--- config.mk ---
export PLATFORM = sky130hd
export DESIGN_NAME = keyscan_fifo_irq
export DESIGN_NICKNAME = d
export VERILOG_FILES = /design/src/rtl/keyscan_pkg.sv /design/src/rtl/keyscan_capture.sv /design/src/rtl/keyscan_queue.sv /design/src/rtl/keyscan_irq_ctrl.sv /design/src/rtl/keyscan_fifo_irq.sv
export SDC_FILE = /design/constraint.sdc
export NUM_CORES = 1
export LEC_CHECK = 0
export ABC_AREA = 1
export BUFFER_PORTS_ARGS = -buffer_cell sky130_fd_sc_hd__buf_2
export CORE_ASPECT_RATIO = 0.6
export CORE_UTILIZATION = 50
export CTS_CLUSTER_SIZE = 25
export DETAILED_ROUTE_END_ITERATION = 6
export PLACE_DENSITY_LB_ADDON = 0.1
export SYNTH_ARGS = -nofsm -noshare
export SYNTH_HDL_FRONTEND = slang
export SYNTH_SLANG_ARGS = --single-unit
--- constraint.sdc ---
create_clock -name clk -period 2.4 [get_ports clk]
set_input_delay 0.48 -clock clk [delete_from_list [all_inputs] [get_ports clk]]
set_output_delay 0.48 -clock clk [all_outputs]
set_load 0.005 [all_outputs]
--- src/rtl/keyscan_pkg.sv ---
package keyscan_pkg;
    typedef enum logic [1:0] {
        MODE_KEYS   = 2'b00,
        MODE_SENSE  = 2'b01,
        MODE_STROBE = 2'b10,
        MODE_RSVD   = 2'b11
    } cap_mode_e;

    typedef enum logic [1:0] {
        IRQ_IDLE    = 2'b00,
        IRQ_ASSERT  = 2'b01,
        IRQ_HOLDOFF = 2'b10
    } irq_state_e;
endpackage

--- src/rtl/keyscan_capture.sv ---
module keyscan_capture
    import keyscan_pkg::*;
#(
    parameter int ROW_W = 3,
    parameter int RET_W = 8,
    localparam int COL_W  = $clog2(RET_W),
    localparam int DATA_W = 2 + ROW_W + COL_W
) (
    input  logic              clk,
    input  logic              rst_n,
    input  logic [1:0]        mode,
    input  logic [ROW_W-1:0]  scan_row,
    input  logic [RET_W-1:0]  ret_n,
    input  logic              shift_n,
    input  logic              ctrl_n,
    input  logic              key_hit,
    output logic              push,
    output logic [DATA_W-1:0] push_data,
    output logic              sense_change
);
    logic [RET_W-1:0] ret_prev;
    logic             ctrl_prev;
    logic [COL_W-1:0] col;
    logic             any_low;
    logic             strobe_rise;
    cap_mode_e        cur_mode;

    assign cur_mode = cap_mode_e'(mode);

    always_ff @(posedge clk or negedge rst_n) begin
        if (!rst_n) begin
            ret_prev  <= '1;
            ctrl_prev <= 1'b1;
        end else begin
            ret_prev  <= ret_n;
            ctrl_prev <= ctrl_n;
        end
    end

    always_comb begin
        col     = '0;
        any_low = 1'b0;
        for (int i = RET_W - 1; i >= 0; i--) begin
            if (!ret_n[i]) begin
                col     = COL_W'(i);
                any_low = 1'b1;
            end
        end
    end

    assign strobe_rise = ctrl_n && !ctrl_prev;

    always_comb begin
        push         = 1'b0;
        push_data    = '0;
        sense_change = 1'b0;
        unique case (cur_mode)
            MODE_SENSE: begin
                sense_change = (ret_n != ret_prev);
                push         = sense_change;
                push_data    = DATA_W'(ret_n);
            end
            MODE_STROBE: begin
                push      = strobe_rise;
                push_data = DATA_W'(ret_n);
            end
            MODE_KEYS, MODE_RSVD: begin
                push      = key_hit && any_low;
                push_data = {ctrl_n, shift_n, scan_row, col};
            end
            default: ;
        endcase
    end

    // a store in strobed mode only follows a low-to-high strobe step
    a_r8_strobe_edge: assert property (@(posedge clk) disable iff (!rst_n)
        (cur_mode == MODE_STROBE && push) |-> (ctrl_n && !ctrl_prev));
endmodule

--- src/rtl/keyscan_queue.sv ---
module keyscan_queue #(
    parameter int DEPTH  = 8,
    parameter int DATA_W = 8,
    localparam int PTR_W = $clog2(DEPTH),
    localparam int CNT_W = $clog2(DEPTH + 1)
) (
    input  logic              clk,
    input  logic              rst_n,
    input  logic              push,
    input  logic [DATA_W-1:0] push_data,
    input  logic              rd_en,
    output logic [DATA_W-1:0] head,
    output logic              empty,
    output logic              overrun
);
    logic [DATA_W-1:0] mem [DEPTH];
    logic [PTR_W-1:0]  wptr, rptr;
    logic [CNT_W-1:0]  count;
    logic              full, pop, wr;

    assign empty = (count == '0);
    assign full  = (count == CNT_W'(DEPTH));
    assign pop   = rd_en && !empty;
    assign wr    = push && (!full || pop);
    assign head  = empty ? '0 : mem[rptr];

    function automatic logic [PTR_W-1:0] step(input logic [PTR_W-1:0] p);
        return (p == PTR_W'(DEPTH - 1)) ? '0 : p + 1'b1;
    endfunction

    always_ff @(posedge clk or negedge rst_n) begin
        if (!rst_n) begin
            wptr    <= '0;
            rptr    <= '0;
            count   <= '0;
            overrun <= 1'b0;
        end else begin
            if (wr)  wptr <= step(wptr);
            if (pop) rptr <= step(rptr);
            if (wr && !pop)      count <= count + 1'b1;
            else if (pop && !wr) count <= count - 1'b1;
            if (push && !wr)     overrun <= 1'b1;
        end
    end

    always_ff @(posedge clk) begin
        if (wr) mem[wptr] <= push_data;
    end

    a_r3_no_overflow: assert property (@(posedge clk) disable iff (!rst_n)
        count <= CNT_W'(DEPTH));
    a_r3_count_up: assert property (@(posedge clk) disable iff (!rst_n)
        (push && !rd_en && !full) |=> (count == $past(count) + 1'b1));
    a_r4_drop_full: assert property (@(posedge clk) disable iff (!rst_n)
        (push && full && !rd_en) |=> (overrun && count == $past(count)));
    a_r4_sticky: assert property (@(posedge clk) disable iff (!rst_n)
        overrun |=> overrun);
    a_r9_both_full: assert property (@(posedge clk) disable iff (!rst_n)
        (push && rd_en && full && !overrun) |=> (!overrun && full));
endmodule

--- src/rtl/keyscan_irq_ctrl.sv ---
module keyscan_irq_ctrl
    import keyscan_pkg::*;
(
    input  logic       clk,
    input  logic       rst_n,
    input  logic [1:0] mode,
    input  logic       q_empty,
    input  logic       sense_change,
    input  logic       rd_en,
    output logic       irq
);
    irq_state_e state, state_nx;
    logic       pend;
    logic       cause;

    always_ff @(posedge clk or negedge rst_n) begin
        if (!rst_n)              pend <= 1'b0;
        else if (sense_change)   pend <= 1'b1;
        else if (rd_en)          pend <= 1'b0;
    end

    assign cause = (cap_mode_e'(mode) == MODE_SENSE) ? pend : !q_empty;

    always_ff @(posedge clk or negedge rst_n) begin
        if (!rst_n) state <= IRQ_IDLE;
        else        state <= state_nx;
    end

    always_comb begin
        state_nx = state;
        unique case (state)
            IRQ_IDLE:    if (cause && !rd_en) state_nx = IRQ_ASSERT;
            IRQ_ASSERT:  if (rd_en)           state_nx = IRQ_HOLDOFF;
                         else if (!cause)     state_nx = IRQ_IDLE;
            IRQ_HOLDOFF: state_nx = cause ? IRQ_ASSERT : IRQ_IDLE;
            default:     state_nx = IRQ_IDLE;
        endcase
    end

    always_comb begin
        irq = (state == IRQ_ASSERT);
    end

    a_r6_drop_after_read: assert property (@(posedge clk) disable iff (!rst_n)
        (irq && rd_en) |=> !irq);
    a_r5_irq_has_cause: assert property (@(posedge clk) disable iff (!rst_n)
        (irq && mode == $past(mode)) |-> cause);
    a_r7_sense_sets_pend: assert property (@(posedge clk) disable iff (!rst_n)
        sense_change |=> pend);
endmodule

--- src/rtl/keyscan_fifo_irq.sv ---
module keyscan_fifo_irq
    import keyscan_pkg::*;
#(
    parameter int ROW_W = 3,
    parameter int RET_W = 8,
    parameter int DEPTH = 8,
    localparam int DATA_W = 2 + ROW_W + $clog2(RET_W)
) (
    input  logic              clk,
    input  logic              rst_n,
    input  logic [1:0]        mode,
    input  logic [ROW_W-1:0]  scan_row,
    input  logic [RET_W-1:0]  ret_n,
    input  logic              shift_n,
    input  logic              ctrl_n,
    input  logic              key_hit,
    input  logic              rd_en,
    output logic [DATA_W-1:0] rd_data,
    output logic              irq,
    output logic              overrun
);
    logic              push, sense_change, q_empty;
    logic [DATA_W-1:0] push_data;

    keyscan_capture #(.ROW_W(ROW_W), .RET_W(RET_W)) u_capture (
        .clk(clk), .rst_n(rst_n), .mode(mode), .scan_row(scan_row),
        .ret_n(ret_n), .shift_n(shift_n), .ctrl_n(ctrl_n),
        .key_hit(key_hit), .push(push), .push_data(push_data),
        .sense_change(sense_change)
    );

    keyscan_queue #(.DEPTH(DEPTH), .DATA_W(DATA_W)) u_queue (
        .clk(clk), .rst_n(rst_n), .push(push), .push_data(push_data),
        .rd_en(rd_en), .head(rd_data), .empty(q_empty), .overrun(overrun)
    );

    keyscan_irq_ctrl u_irq (
        .clk(clk), .rst_n(rst_n), .mode(mode), .q_empty(q_empty),
        .sense_change(sense_change), .rd_en(rd_en), .irq(irq)
    );

    a_r1_empty_reads_zero: assert property (@(posedge clk) disable iff (!rst_n)
        q_empty |-> (rd_data == '0));
endmodule

[After elaboration in Yosys (flattened, before gate mapping)]
Memories as Yosys holds them, arrays and structs flattened.
Index checks and enable logic that the tools add are counted.
Storage, ports and cells
  register bits: 23
  bits in writable memories: 64
  bits of input ports: 19
  output and inout port bits: 10
  memories: 1
Memory list
  u_queue.mem: words 8, width 8, rd ports 1, clocked after Yosys merged registers in 0, wr ports 1, line keyscan_queue.sv:16  | logic [DATA_W-1:0] mem [DEPTH];
Cells by class
  $add $sub $neg: 4
  equal/unequal tests: 11
  mux-type cells: 34
  reduce and logical (&&, ||, !) cells: 23
Operator list (number)
  2-to-1 mux 3 bit: 10
  case mux 8 bit (2 select lines): 1
  2-to-1 mux 1 bit: 15
  logical AND 1 bit: 8
  2-to-1 mux 4 bit: 2
  2-to-1 mux 8 bit: 1
  != test 8 bit: 1
  adder 3 x 1 -> 3 bit, second input constant: 2
  equality test 2 bit, second input constant: 3
  equality test 3 bit, second input constant: 2
  zero test 1 bit: 6
  2-to-1 mux 2 bit: 3
  case mux 2 bit (3 select lines): 1
  adder 4 x 1 -> 4 bit, second input constant: 1
  equality test 2 x 1 -> 1 bit, second input constant: 2
  equality test 4 bit, second input constant: 1
  zero test 2 bit: 2
  zero test 4 bit: 1
  nonzero test 2 bit: 2
  OR reduction 2 bit: 2
  subtractor 4 x 1 -> 4 bit, second input constant: 1
  != test 3 bit, second input constant: 1
  case mux 1 bit (3 select lines): 1
  != test 2 x 1 -> 1 bit, second input constant: 1
  2 further kinds: 2

[Logic depth before layout (Yosys ltp)]
  depth after elaboration: 15
  mapped depth: 19
  gate-level depth less buffers: 18

[Cells and area by module]
Synthesis repeated with hierarchy kept, for this count alone.
Unflattened totals
  cell total of the unflattened synthesis: 467
  area total of the unflattened synthesis: 4269.1 um2
By module, submodules not included
  keyscan_queue: times used 1, cells an instance 366, area an instance 3523.4 um2, seq. area each 2197.1 um2
  keyscan_capture: times used 1, cells an instance 84, area an instance 610.6 um2, seq. area each 236.5 um2
  keyscan_irq_ctrl: times used 1, cells an instance 17, area an instance 135.1 um2, seq. area each 75.1 um2

[Worst setup path before layout]
Ideal clock, no wire load.
  path type: in2reg
  from: input mode[0]
  to: register u_queue.count[3]
  data arrival time: 2.389 ns
  required time: 2.335 ns
  setup slack: -0.053 ns
  stages: 17
  buffers on the path: 1
  cell sequence: inv_1 -> ha_1 -> nand3_1 -> nand2_1 -> nand2_2 -> nand2_4 -> nand2_4 -> buf_8 -> inv_1 -> ha_1 -> inv_1 -> ha_1 -> a21o_1 -> a21oi_1 -> xor2_1 -> nand2_1 -> nand2_1
On the way
  word-level cells in the longest chain between the ends: 7
  elaborated cells on any way between the ends: 12
  those cells by class: eq/ne: 3; mux: 2; reduce/logical: 7
Ends and longest elaborated chain
  start: declaration: line keyscan_fifo_irq.sv:11  | input logic [1:0] mode,
  equality test 2 bit or zero test 2 bit (tied branches): line keyscan_capture.sv:57  | unique case (cur_mode)
  OR reduction 2 bit: line keyscan_capture.sv:57
  case mux 1 bit (3 select lines) (*): line keyscan_capture.sv:57
  logical AND 1 bit (*): line keyscan_queue.sv:24  | assign wr = push && (!full || pop);
  via u_queue.wr: line keyscan_queue.sv:19  | logic full, pop, wr;
  zero test 1 bit: line keyscan_queue.sv:41  | else if (pop && !wr) count <= count - 1'b1;
  logical AND 1 bit: line keyscan_queue.sv:41
  nonzero test 2 bit (no line)
  end signal: assignment: line keyscan_queue.sv:40  | if (wr && !pop) count <= count + 1'b1;
  end signal: assignment: line keyscan_queue.sv:41
  end: declaration: line keyscan_queue.sv:18  | logic [CNT_W-1:0] count;
Mark *: on every way through the listed nets, which the timed path passes. The rest lies on a longest branch.
A chain may end at the register's enable or synchronous reset.

[Final worst setup path]
  from: register u_queue.count[1]
  to: output rd_data[5]
On the way
  word-level cells in the longest chain between the ends: 2
Ends and longest elaborated chain
  zero test 4 bit: line keyscan_queue.sv:21  | assign empty = (count == '0);
  2-to-1 mux 8 bit: line keyscan_queue.sv:25  | assign head = empty ? '0 : mem[rptr];
  end: declaration: line keyscan_fifo_irq.sv:18  | output logic [DATA_W-1:0] rd_data,
No other way between the ends.

==> reports/qor.yml <==
timing:
  period_needed_ns: 2.26
  worst_slew_pin_slew_ns: 1.05
  max_freq_mhz: 442
  hold_violations: 0
  totalNegativeSetupSlack_ns: 0
  fin_skew_ns: 0.00456
  relSlewSlack: 0.290
  whs_ns: 0.139
  maxSlewViolCount: 0
  worst_slack_ns: 0.137
  period_share: 0.943
  setup_violations: 0
die:
  die_w_um: 116
  die_y_um: 70.5
  coreArea_um2: 7420
  std_cell_rows: 24
  initial_core_util: 0.527
  die_area_um2: 8190
  io_pins: 29
global_routing:
  met3_usage: 0.0608
  grt_pass1_vias: 2685
  grtUsageMet1: 0.339
  grt.busiest_layer: "met1"
  track_usage: 0.232
  overflow: 0
  grt_start_max_net_pins: 34
  antenna_found_initial: 0
  met2_usage: 0.336
  grt_first_pass_wirelength_um: 13600
setup_path:
  critical_path.top_delay_family: "buffers and inverters"
  crit_buf_inv: 4
  path_max_fanout: 4
  worstPathRequired_ns: 1.92
  crit_type: "reg2out"
  worst_setup_path_start_kind: "register"
  path_cells: "nor2_2, nand2_1, nor2_2, buf_4, clkinvlp_4, buf_4, o21ai_2, a31oi_1, buf_2"
  ff2ff_setup_slack_ns: 0.14
  slowest_delay_ns: 0.44
  startpoint: "u_queue.count[1]"
  endpoint_kind: "primary output"
  crit_slowest_cell: "dfrtp_2"
  r2r_start: "u_capture.ret_prev[3]"
  cp.arrival_ns: 1.78
power_and_ir_drop:
  max-vdd-ir-drop_mv: 0.524
  p_total_mw: 5.37
  powerDensity_nw_per_um2: 1130
  leakagePower_nw: 1.96
final_layout:
  final_util: 0.638
  final_common_cell: "nor2_1"
  fin_cells: 541
  drive_gt1_frac: 0.256
  nFillCells: 624
  final_cell_mix: "nor2_1 (72), edfxtp_1 (64), nand2_1 (53)"
  area_delta_synth_final_pct: 21.0
  nets: 461
  design_area_um2: 4730
  n_antenna_cell: 0
clock_network:
  clock_latency_ns: 0.34
  cts_buffer_depth: 2
  cts_root_buf: "clkbuf_16"
  numCtsBuffers: 9
  clkSlewWorstSetupHoldPaths_ns: 0.06
  htreeDepth: 3
  cts_sinks: 87
  ctsHoldBuffers: 0
  cts_tree: "yes"
route:
  drt_pass1_iterations: 4
  ant_nets: 0
  wl_per_cell_um: 15.2
  vias: 2749
  wl_um: 8230
  drc_errors: 0
  vias_per_cell: 5.08
  drtIter0Drc: 233
flow_run:
  drv_cap: 0
placed_design:
  gp_congestion: 0.809
  dpl_cell_area_um2: 4340
  dp_hpwl_um: 5460
  port_buffers: 28
  place_inst: 519
  dpl_worst_slack_ns: -0.0562
yosys:
  ys_seq_area_frac: 0.642
  synthesis.nets: 401
  synthDistinctLibCells: 29
  avgSynthCellArea_um2: 10.5
  ys_warn_count: 0
  ys_seq_elements: 87
  synth_area_um2: 3910
  synth_cells: 372
worst_hold_path:
  hold_class: "in2async"
status:
  outcome: "finished, final reports clean"
[Yosys cell counts, drive strengths merged]
cell type / n / area [µm²]
a21o: 2 / 16.3
a21oi: 4 / 20.0
a221oi: 1 / 8.76
a31oi: 9 / 56.3
buf: 10 / 60.1
clkbuf: 3 / 11.3
clkinv: 1 / 3.75
dfrtp: 14 / 350
dfstp: 9 / 236
edfxtp: 64 / 1920
fa: 1 / 20.0
ha: 9 / 113
inv: 29 / 109
nand2: 61 / 264
nand3: 10 / 50.1
nand3b: 1 / 7.51
nand4: 1 / 6.26
nor2: 76 / 288
nor3: 1 / 5.00
o21ai: 56 / 280
o22ai: 2 / 12.5
o31ai: 1 / 7.51
xnor2: 5 / 43.8
xor2: 2 / 17.5
[final timing paths]
check,endpoint,cells past startpoint
setup / recovery,rd_data[5],9
hold / removal,u_queue.wptr[2],1
setup reg to reg,u_queue.count[3],16
hold reg to reg,u_queue.overrun,1
max in group asynchronous,u_queue.rptr[1],1
min in group clk,u_capture.ctrl_prev,1
[state kept, by name (all words and copies together), names as in the netlist]
| name | cells |
|---|---|
| u_queue.mem | 64 |
| u_capture.ret_prev | 8 |
| u_queue.count | 4 |
| u_queue.rptr | 3 |
| u_queue.wptr | 3 |
| u_irq.state | 2 |
| u_capture.ctrl_prev | 1 |
| u_irq.pend | 1 |
| u_queue.overrun | 1 |
[where the power goes]
part	switching [mW]	internal [mW]	total [mW]
Sequential	0.180	1.90	2.08
Combinational	1.12	0.793	1.91
Clock	0.536	0.834	1.37
[worst register-to-register path, cell delays in order, from the launching register on]
cell,delay [ns]
dfstp_2,0.54
xnor2_2,0.10
nand2_1,0.08
nor2_2,0.10
nand2_1,0.07
nand2_2,0.10
nand2_4,0.06
nand2_4,0.05
inv_1,0.04
ha_2,0.18
inv_2,0.07
ha_1,0.23
a21o_1,0.17
a21oi_2,0.14
xor2_1,0.15
nand2_1,0.06
nand2_1,0.05
[final cells by class]
class	count	area [µm²]	area share
clock inverters	3	42.5	0.00899
well taps	104	130	0.0275
repair buffers	62	415	0.0878
clock buffers	13	250	0.0529
inverters	30	120	0.0254
multi-input cells	242	1260	0.266
flip-flops and latches	87	2510	0.531
[routing by layer]
metal,up-vias,wire length (µm),share of wire
li1,1381,-,-
met1,1299,4100,0.50
met2,57,3570,0.43
met3,12,468,0.057
met4,0,95,0.012
met5,-,0,0
[kinds of logic after synthesis]
family          count (synthesis)  synth area share
buf+inv                        43            0.0471
compound gates                 75             0.103
flops                          87             0.642
simple gates                  150             0.159
fa+ha+maj                      10            0.0339
xor+xnor                        7            0.0157
[what timing repair did]
item,CTS,global route
resized for setup,0,23
endpoints found under the setup margin,0,9
endpoints found under the hold margin,0,0
setup buffers,0,6
(Power assumes the default switching activity.)
